File: src/rtl/par_pkg.sv
package par_pkg;
  typedef enum logic [1:0] {
    ACC_IDLE  = 2'd0,
    ACC_READ  = 2'd1,
    ACC_WRITE = 2'd2
  } acc_kind_e;
endpackage

File: src/rtl/par_region_cmp.sv
// Claim test for one address window plus its relative offset.
module par_region_cmp #(
  parameter int              ADDR_W = 16,
  parameter logic [ADDR_W-1:0] BASE = '0,
  parameter logic [ADDR_W:0]   SIZE = '0
) (
  input  logic [ADDR_W-1:0] addr,
  output logic              hit,
  output logic [ADDR_W-1:0] offset
);
  logic [ADDR_W:0] diff;

  always_comb begin
    diff   = {1'b0, addr} - {1'b0, BASE};
    hit    = (addr >= BASE) && (diff < SIZE);
    offset = diff[ADDR_W-1:0];
  end
endmodule

File: src/rtl/par_first_win.sv
// Lowest index among the claiming windows wins.
module par_first_win #(
  parameter int N = 4
) (
  input  logic [N-1:0] hits,
  output logic [N-1:0] grant,
  output logic         any
);
  logic found;

  always_comb begin
    grant = '0;
    found = 1'b0;
    for (int i = 0; i < N; i++) begin
      if (hits[i] && !found) begin
        grant[i] = 1'b1;
        found    = 1'b1;
      end
    end
    any = found;
  end
endmodule

File: src/rtl/par_andor_mux.sv
// One-hot AND-OR selector, forced to zero when not enabled.
module par_andor_mux #(
  parameter int N = 4,
  parameter int W = 8
) (
  input  logic [N-1:0]   grant,
  input  logic           en,
  input  logic [N*W-1:0] bus,
  output logic [W-1:0]   dout
);
  always_comb begin
    dout = '0;
    for (int i = 0; i < N; i++) begin
      dout = dout | (bus[i*W +: W] & {W{grant[i] & en}});
    end
  end
endmodule

File: src/rtl/periph_addr_router.sv
module periph_addr_router
  import par_pkg::*;
#(
  parameter int NUM_REGIONS = 4,
  parameter int ADDR_W      = 16,
  parameter int DATA_W      = 8,
  parameter logic [NUM_REGIONS*ADDR_W-1:0] REGION_BASE =
    {16'h2000, 16'h08A0, 16'h0050, 16'h0000},
  parameter logic [NUM_REGIONS*(ADDR_W+1)-1:0] REGION_SIZE =
    {17'h02000, 17'h00008, 17'h00007, 17'h00040}
) (
  input  logic                          clk,
  input  logic                          rst_n,
  input  logic                          req_valid,
  input  logic                          req_write,
  input  logic [ADDR_W-1:0]             req_addr,
  input  logic [DATA_W-1:0]             req_wdata,
  output logic [DATA_W-1:0]             req_rdata,
  output logic                          unmapped_access,
  output logic [NUM_REGIONS-1:0]        reg_sel,
  output logic                          reg_we,
  output logic [ADDR_W-1:0]             reg_offset,
  output logic [DATA_W-1:0]             reg_wdata,
  input  logic [NUM_REGIONS*DATA_W-1:0] reg_rdata
);
  localparam int SZ_W = ADDR_W + 1;

  acc_kind_e                    kind;
  logic [NUM_REGIONS-1:0]       hit;
  logic [NUM_REGIONS-1:0]       grant;
  logic                         any_hit;
  logic [NUM_REGIONS*ADDR_W-1:0] ofs_bus;
  logic                         unm_q;

  always_comb begin
    if (!req_valid)     kind = ACC_IDLE;
    else if (req_write) kind = ACC_WRITE;
    else                kind = ACC_READ;
  end

  for (genvar g = 0; g < NUM_REGIONS; g++) begin : g_win
    par_region_cmp #(
      .ADDR_W (ADDR_W),
      .BASE   (REGION_BASE[g*ADDR_W +: ADDR_W]),
      .SIZE   (REGION_SIZE[g*SZ_W +: SZ_W])
    ) u_cmp (
      .addr   (req_addr),
      .hit    (hit[g]),
      .offset (ofs_bus[g*ADDR_W +: ADDR_W])
    );
  end

  par_first_win #(.N(NUM_REGIONS)) u_win (
    .hits  (hit),
    .grant (grant),
    .any   (any_hit)
  );

  par_andor_mux #(.N(NUM_REGIONS), .W(ADDR_W)) u_ofs_mux (
    .grant (grant),
    .en    (kind != ACC_IDLE),
    .bus   (ofs_bus),
    .dout  (reg_offset)
  );

  par_andor_mux #(.N(NUM_REGIONS), .W(DATA_W)) u_rd_mux (
    .grant (grant),
    .en    (kind == ACC_READ),
    .bus   (reg_rdata),
    .dout  (req_rdata)
  );

  always_comb begin
    reg_sel   = (kind != ACC_IDLE) ? grant : '0;
    reg_we    = (kind == ACC_WRITE) && any_hit;
    reg_wdata = reg_we ? req_wdata : '0;
  end

  always_ff @(posedge clk or negedge rst_n) begin
    if (!rst_n) unm_q <= 1'b0;
    else        unm_q <= (kind != ACC_IDLE) && !any_hit;
  end

  assign unmapped_access = unm_q;
endmodule

File: config.mk
export PLATFORM = sky130hd
export DESIGN_NAME = periph_addr_router
export DESIGN_NICKNAME = d
export VERILOG_FILES = /design/src/rtl/par_pkg.sv /design/src/rtl/par_region_cmp.sv /design/src/rtl/par_first_win.sv /design/src/rtl/par_andor_mux.sv /design/src/rtl/periph_addr_router.sv
export SDC_FILE = /design/constraint.sdc
export NUM_CORES = 1
export LEC_CHECK = 0
export BUFFER_PORTS_ARGS = -buffer_cell sky130_fd_sc_hd__buf_4
export CAP_MARGIN = 25
export CORE_MARGIN = 10
export CORE_UTILIZATION = 53
export CTS_CLUSTER_DIAMETER = 50
export DETAILED_ROUTE_END_ITERATION = 10
export GPL_TIMING_DRIVEN = 0
export PLACE_DENSITY_LB_ADDON = 0.2
export SYNTH_ARGS = -nofsm -noshare
export SYNTH_HDL_FRONTEND = slang
export SYNTH_HIERARCHICAL = 1
export SYNTH_SLANG_ARGS = --single-unit
File: constraint.sdc
create_clock -name clk -period 8.3 [get_ports clk]
set_clock_uncertainty 0.15 [all_clocks]
set_input_delay 1.245 -clock clk [delete_from_list [all_inputs] [get_ports clk]]
set_output_delay 1.245 -clock clk [all_outputs]
set_load 0.005 [all_outputs]
==> flow_summary.ini, run 1 <==
[run_status]
outcome = finished, final reports clean

[sta]
maxClockFrequency_mhz = 176
finalSetupTns_ns = 0
maxSlewViolCount = 0
rsz_0062_raised_after_global_routing = no
slew_of_the_pin_with_the_lowest_slew_margin_ns = 0.801
timing_hold_violations_final = 0
period_minus_slack_ns = 5.68
number_of_failing_setup_endpoints_in_the_final_timing_report = 0
hold_slack_ns = 0.871
relSlewSlack = 0.461
min_period_over_period = 0.685

[drt]
wirelength_um = 7160
postRouteAntennaNets = 0
drc = 0
via_count = 2335
drt_pass1_iterations = 4
wl_per_cell_um = 17.3
via_per_inst = 5.64
drtIter0Drc = 147

[synthesis]
ys_ff_latch = 1
postSynth.topFlopCell = sky130_fd_sc_hd__dfrtp_1
post-synth-top-area-fraction = 0.141
synth_edf_count = 0
ys_seq_area_frac = 0.0115
synth.net_count = 335
avgSynthCellArea_um2 = 8.17
ys_async_sr_fraction = 1.00
yosys.cell_types.count = 55
leading_post_synthesis_cells_by_cell_area = sky130_fd_sc_hd__buf_4 (14%), sky130_fd_sc_hd__a22oi_2 (13%), sky130_fd_sc_hd__a22oi_1 (9.3%)
synthesis.yosys.warnings = 6
post-synth-top-area-cell = sky130_fd_sc_hd__buf_4
netlist_instances = 267
syn_area_um2 = 2180

[finish]
fin_nets = 434
antennaDiodeCount = 0
flow.area_growth_from_synthesis_pct = 36.3
drive_above_1_share = 0.549
flip_flop_count_of_the_largest_register_after_layout = 1
layout.cells.most_common_list = sky130_fd_sc_hd__buf_4 (138), sky130_fd_sc_hd__a22oi_1 (27), sky130_fd_sc_hd__a22oi_2 (22)
layout.cells.most_common = sky130_fd_sc_hd__buf_4
ff_latch_area_um2 = 25.0
multi_input_comb_area_um2 = 1630
nFillCells = 337
post_layout_nonfiller_instances = 414

[power_and_ir_drop]
static-leakage-power_uw = 0.00127
peakVddDrop_mv = 0.0353
power-per-cell-area_nw_per_um2 = 35.4

[floorplan]
floorplan.io_pins = 98
core_area_um2 = 4000
die_w_um = 84.1
placement_rows = 23
start_util = 0.545
dieHeight_um = 84.1
die-area_um2 = 7080

[place]
placement.io_buffers = 97
placed_cells_incl_taps = 414
gp_routability_congestion = 0.894
detailedPlacementHpwl_um = 6010

[global_routing]
globalRouteOverflowTotal = 0
first_global_vias = 2353
grt_start_max_net_pins = 18
initial_antenna_violation_count = 0
grt_usage = 0.188
grt_first_pass_wirelength_um = 11800

[critical_path]
startpoint_type = primary input
critical_path_peak_fanout = 11
required_ns = 6.90
data_arrival_time_of_the_worst_path_ns = 4.29
crit_path_class = in -> out
critPathCaptureType = output port

[hold_path]
min_path_type = in -> async

[clock_tree]
clk_pin_slew_worst_paths_ns = 0
ctsResizeCount = 0
cts_hold_repair.buffers = 0
post-cts-setup-buffer-count = 0

[run]
cap_violations = 0
area by class of cell:
type,instances,area share
multi-input cells,198,0.549
flip-flops and latches,1,0.00842
plain buffers,56,0.161
well taps,50,0.0211
repair buffers,97,0.245
inverters,12,0.0152
Yosys cell counts (5+ instances only):
master,n
sky130_fd_sc_hd__buf_6,10
sky130_fd_sc_hd__a21boi_1,10
sky130_fd_sc_hd__o21ai_0,6
sky130_fd_sc_hd__nand2b_1,6
sky130_fd_sc_hd__xnor2_1,6
sky130_fd_sc_hd__or4_1,5
sky130_fd_sc_hd__nor3_1,5
sky130_fd_sc_hd__a22oi_1,27
sky130_fd_sc_hd__xor2_1,5
sky130_fd_sc_hd__inv_1,12
sky130_fd_sc_hd__a21boi_2,10
sky130_fd_sc_hd__ha_1,8
sky130_fd_sc_hd__buf_4,41
sky130_fd_sc_hd__nor2_1,9
sky130_fd_sc_hd__nor2b_1,6
sky130_fd_sc_hd__and2_1,5
sky130_fd_sc_hd__a22oi_2,22
sky130_fd_sc_hd__a21boi_0,5
sky130_fd_sc_hd__nand2_1,9
worst max-delay path: stages:
cell	delay, ns
sky130_fd_sc_hd__buf_4	0.15
sky130_fd_sc_hd__buf_6	0.14
sky130_fd_sc_hd__nor4_1	0.44
sky130_fd_sc_hd__nand3_1	0.17
sky130_fd_sc_hd__xnor2_1	0.20
sky130_fd_sc_hd__or2_2	0.29
sky130_fd_sc_hd__nor4_1	0.62
sky130_fd_sc_hd__nor2b_1	0.34
sky130_fd_sc_hd__buf_6	0.18
sky130_fd_sc_hd__buf_6	0.17
sky130_fd_sc_hd__a22oi_2	0.08
sky130_fd_sc_hd__a21boi_2	0.14
sky130_fd_sc_hd__buf_4	0.12
metal layers:
layer	vias up	global-route usage	wire length [um]
li1	1171	-	-
met1	1076	0.240	3170
met2	84	0.344	3640
met3	4	0.0155	318
met4	0	0.00913	25
met5	-	0	0
final timing paths:
path	from	end	slack, ns	cells after the start
setup / recovery	req_addr[7]	reg_offset[7]	2.62	13
min in group clk	unmapped_access$_DFF_PN0_	unmapped_access	1.49	1
max in group asynchronous	rst_n	unmapped_access$_DFF_PN0_	7.05	1
hold / removal	rst_n	unmapped_access$_DFF_PN0_	0.87	1
power by group:
group / leakage (uW) / switching, uW / internal [uW]
logic: 0.00126 / 46.6 / 53.1
registers: 0.0000119 / 0.0772 / 5.30
clock network: 0 / 0 / 0
through the flow:
stage | worst slack, ns | util | power (uW) | instance area (um^2)
global placement | 2.75 | 0.743 | 102 | 2970
floorplan | 3.43 | - | 59.1 | 2180
global route | 2.30 | 0.743 | 115 | 2970
finish | 2.62 | 0.743 | 105 | 2970
CTS | 2.67 | 0.743 | 105 | 2970
detailed placement | 2.69 | 0.743 | 105 | 2970
kinds of logic after synthesis:
group,Yosys count,synth area share
buffers and inverters,68,0.240
and+or+nand+nor,79,0.246
xor gates and xnor gates,11,0.0442
DFF,1,0.0115
AOI/OAI and AO/OA,100,0.412
adders and majority gates,8,0.0459
No activity file was read; power rests on OpenSTA's default activity.
==> inputs of run 2 (changes only) <==
- CORE_UTILIZATION: 53 -> 44
- clock period: 8.3 -> 4.95 ns (I/O delays scaled with it)
==> flow_summary.ini, run 2 (synthesized netlist as in run 1, its figures left out) <==
[run_status]
outcome = finished, final reports clean

[critical_path]
critical-path-top-cell-by-count = sky130_fd_sc_hd__buf_6
data_arrival_time_of_the_worst_path_ns = 3.77
required_ns = 4.06
critPathCaptureType = output port
crit_start = req_addr[7]
critical_path.cell_chain = buf_4, buf_6, nor4_1, nand3_1, xnor2_1, or2_2, nor4_1, nor2b_1, buf_6, buf_6, a22oi_2, a21boi_2, buf_4
startpoint_type = primary input
critical_path_peak_fanout = 11
critical_path.slowest_cell = sky130_fd_sc_hd__nor4_1
crit_path_class = in -> out
critPathMaxStageDelay_ns = 0.61

[floorplan]
start_util = 0.459
core_area_um2 = 4750
floorplan.io_pins = 98
dieHeight_um = 90.4
die_w_um = 90.4
die-area_um2 = 8170
placement_rows = 25

[drt]
via_per_inst = 5.42
wirelength_um = 6950
postRouteAntennaNets = 0
drt_pass1_iterations = 4
wl_per_cell_um = 16.1
drtIter0Drc = 131
via_count = 2334
drc = 0

[global_routing]
grt_start_max_net_pins = 18
grt_first_pass_wirelength_um = 11600
globalRouteOverflowTotal = 0
initial_antenna_violation_count = 0
first_global_vias = 2259
grt_usage = 0.159

[run]
cap_violations = 0

[place]
gp_routability_congestion = 0.849
placement.io_buffers = 97
placedInstanceArea_um2 = 2990
detailedPlacementHpwl_um = 5800

[sta]
relSlewSlack = 0.467
maxClockFrequency_mhz = 215
number_of_failing_setup_endpoints_in_the_final_timing_report = 0
finalSetupTns_ns = 0
slew_of_the_pin_with_the_lowest_slew_margin_ns = 0.792
period_minus_slack_ns = 4.66
timing_hold_violations_final = 0
min_period_over_period = 0.941
maxSlewViolCount = 0
rsz_0062_raised_after_global_routing = no

[finish]
layout.cells.most_common_list = sky130_fd_sc_hd__buf_4 (138), sky130_fd_sc_hd__a22oi_1 (27), sky130_fd_sc_hd__a22oi_2 (22)
final_cell_utilization_of_the_core = 0.629
antennaDiodeCount = 0
flip_flop_count_of_the_largest_register_after_layout = 1
postLayoutCellArea_um2 = 2990
drive_above_1_share = 0.549
fin_nets = 434
flow.area_growth_from_synthesis_pct = 37.2
layout.cells.most_common = sky130_fd_sc_hd__buf_4

[clock_tree]
ctsResizeCount = 0
clk_pin_slew_worst_paths_ns = 0
post-cts-setup-buffer-count = 0
cts_hold_repair.buffers = 0

[power_and_ir_drop]
static-leakage-power_uw = 0.00127
power-per-cell-area_nw_per_um2 = 59.0
peakVddDrop_mv = 0.0477

[hold_path]
min_path_type = in -> async
-- run 2: layout make-up --
| class | count | area [um^2] |
|---|---|---|
| buffer | 56 | 479 |
| fill | 442 | 1760 |
| inverter | 12 | 45.0 |
| multi-input combinational | 198 | 1630 |
| sequential | 1 | 25.0 |
| tap | 67 | 83.8 |
| timing repair buffer | 97 | 728 |
-- run 2: routing by layer --
metal,GRT usage,wire (um),up-vias
li1,-,-,1171
met1,0.209,3190,1086
met2,0.285,3490,73
met3,0.0125,240,4
met4,0.00928,36,0
met5,0,0,-
-- run 2: stage by stage --
stage	setup slack, ns	std cells	power (uW)	hold WS (ns)
after CTS	0.343	431	177	0.368
after global placement	0.379	431	173	0.368
after floorplan	1.08	267	99.1	0.297
after detailed placement	0.352	431	176	0.368
after global routing	0.0367	431	193	0.371
final	0.292	431	177	0.368
-- run 2: where the power goes --
group          internal, uW  switching [uW]
clock network             0               0
registers              8.89           0.128
logic                  89.0            78.5
-- run 2: final timing paths --
path | end | depth (start not counted) | slack [ns]
max in group asynchronous | unmapped_access$_DFF_PN0_ | 1 | 4.20
max | reg_offset[6] | 13 | 0.29
min in group clk | unmapped_access | 1 | 0.99
min | unmapped_access$_DFF_PN0_ | 1 | 0.37
-- run 2: critical path: cells and delay by family --
family,cells,cell delay [ns]
simple gates,5,1.82
buf+inv,5,0.78
compound gates,2,0.23
xor+xnor,1,0.19
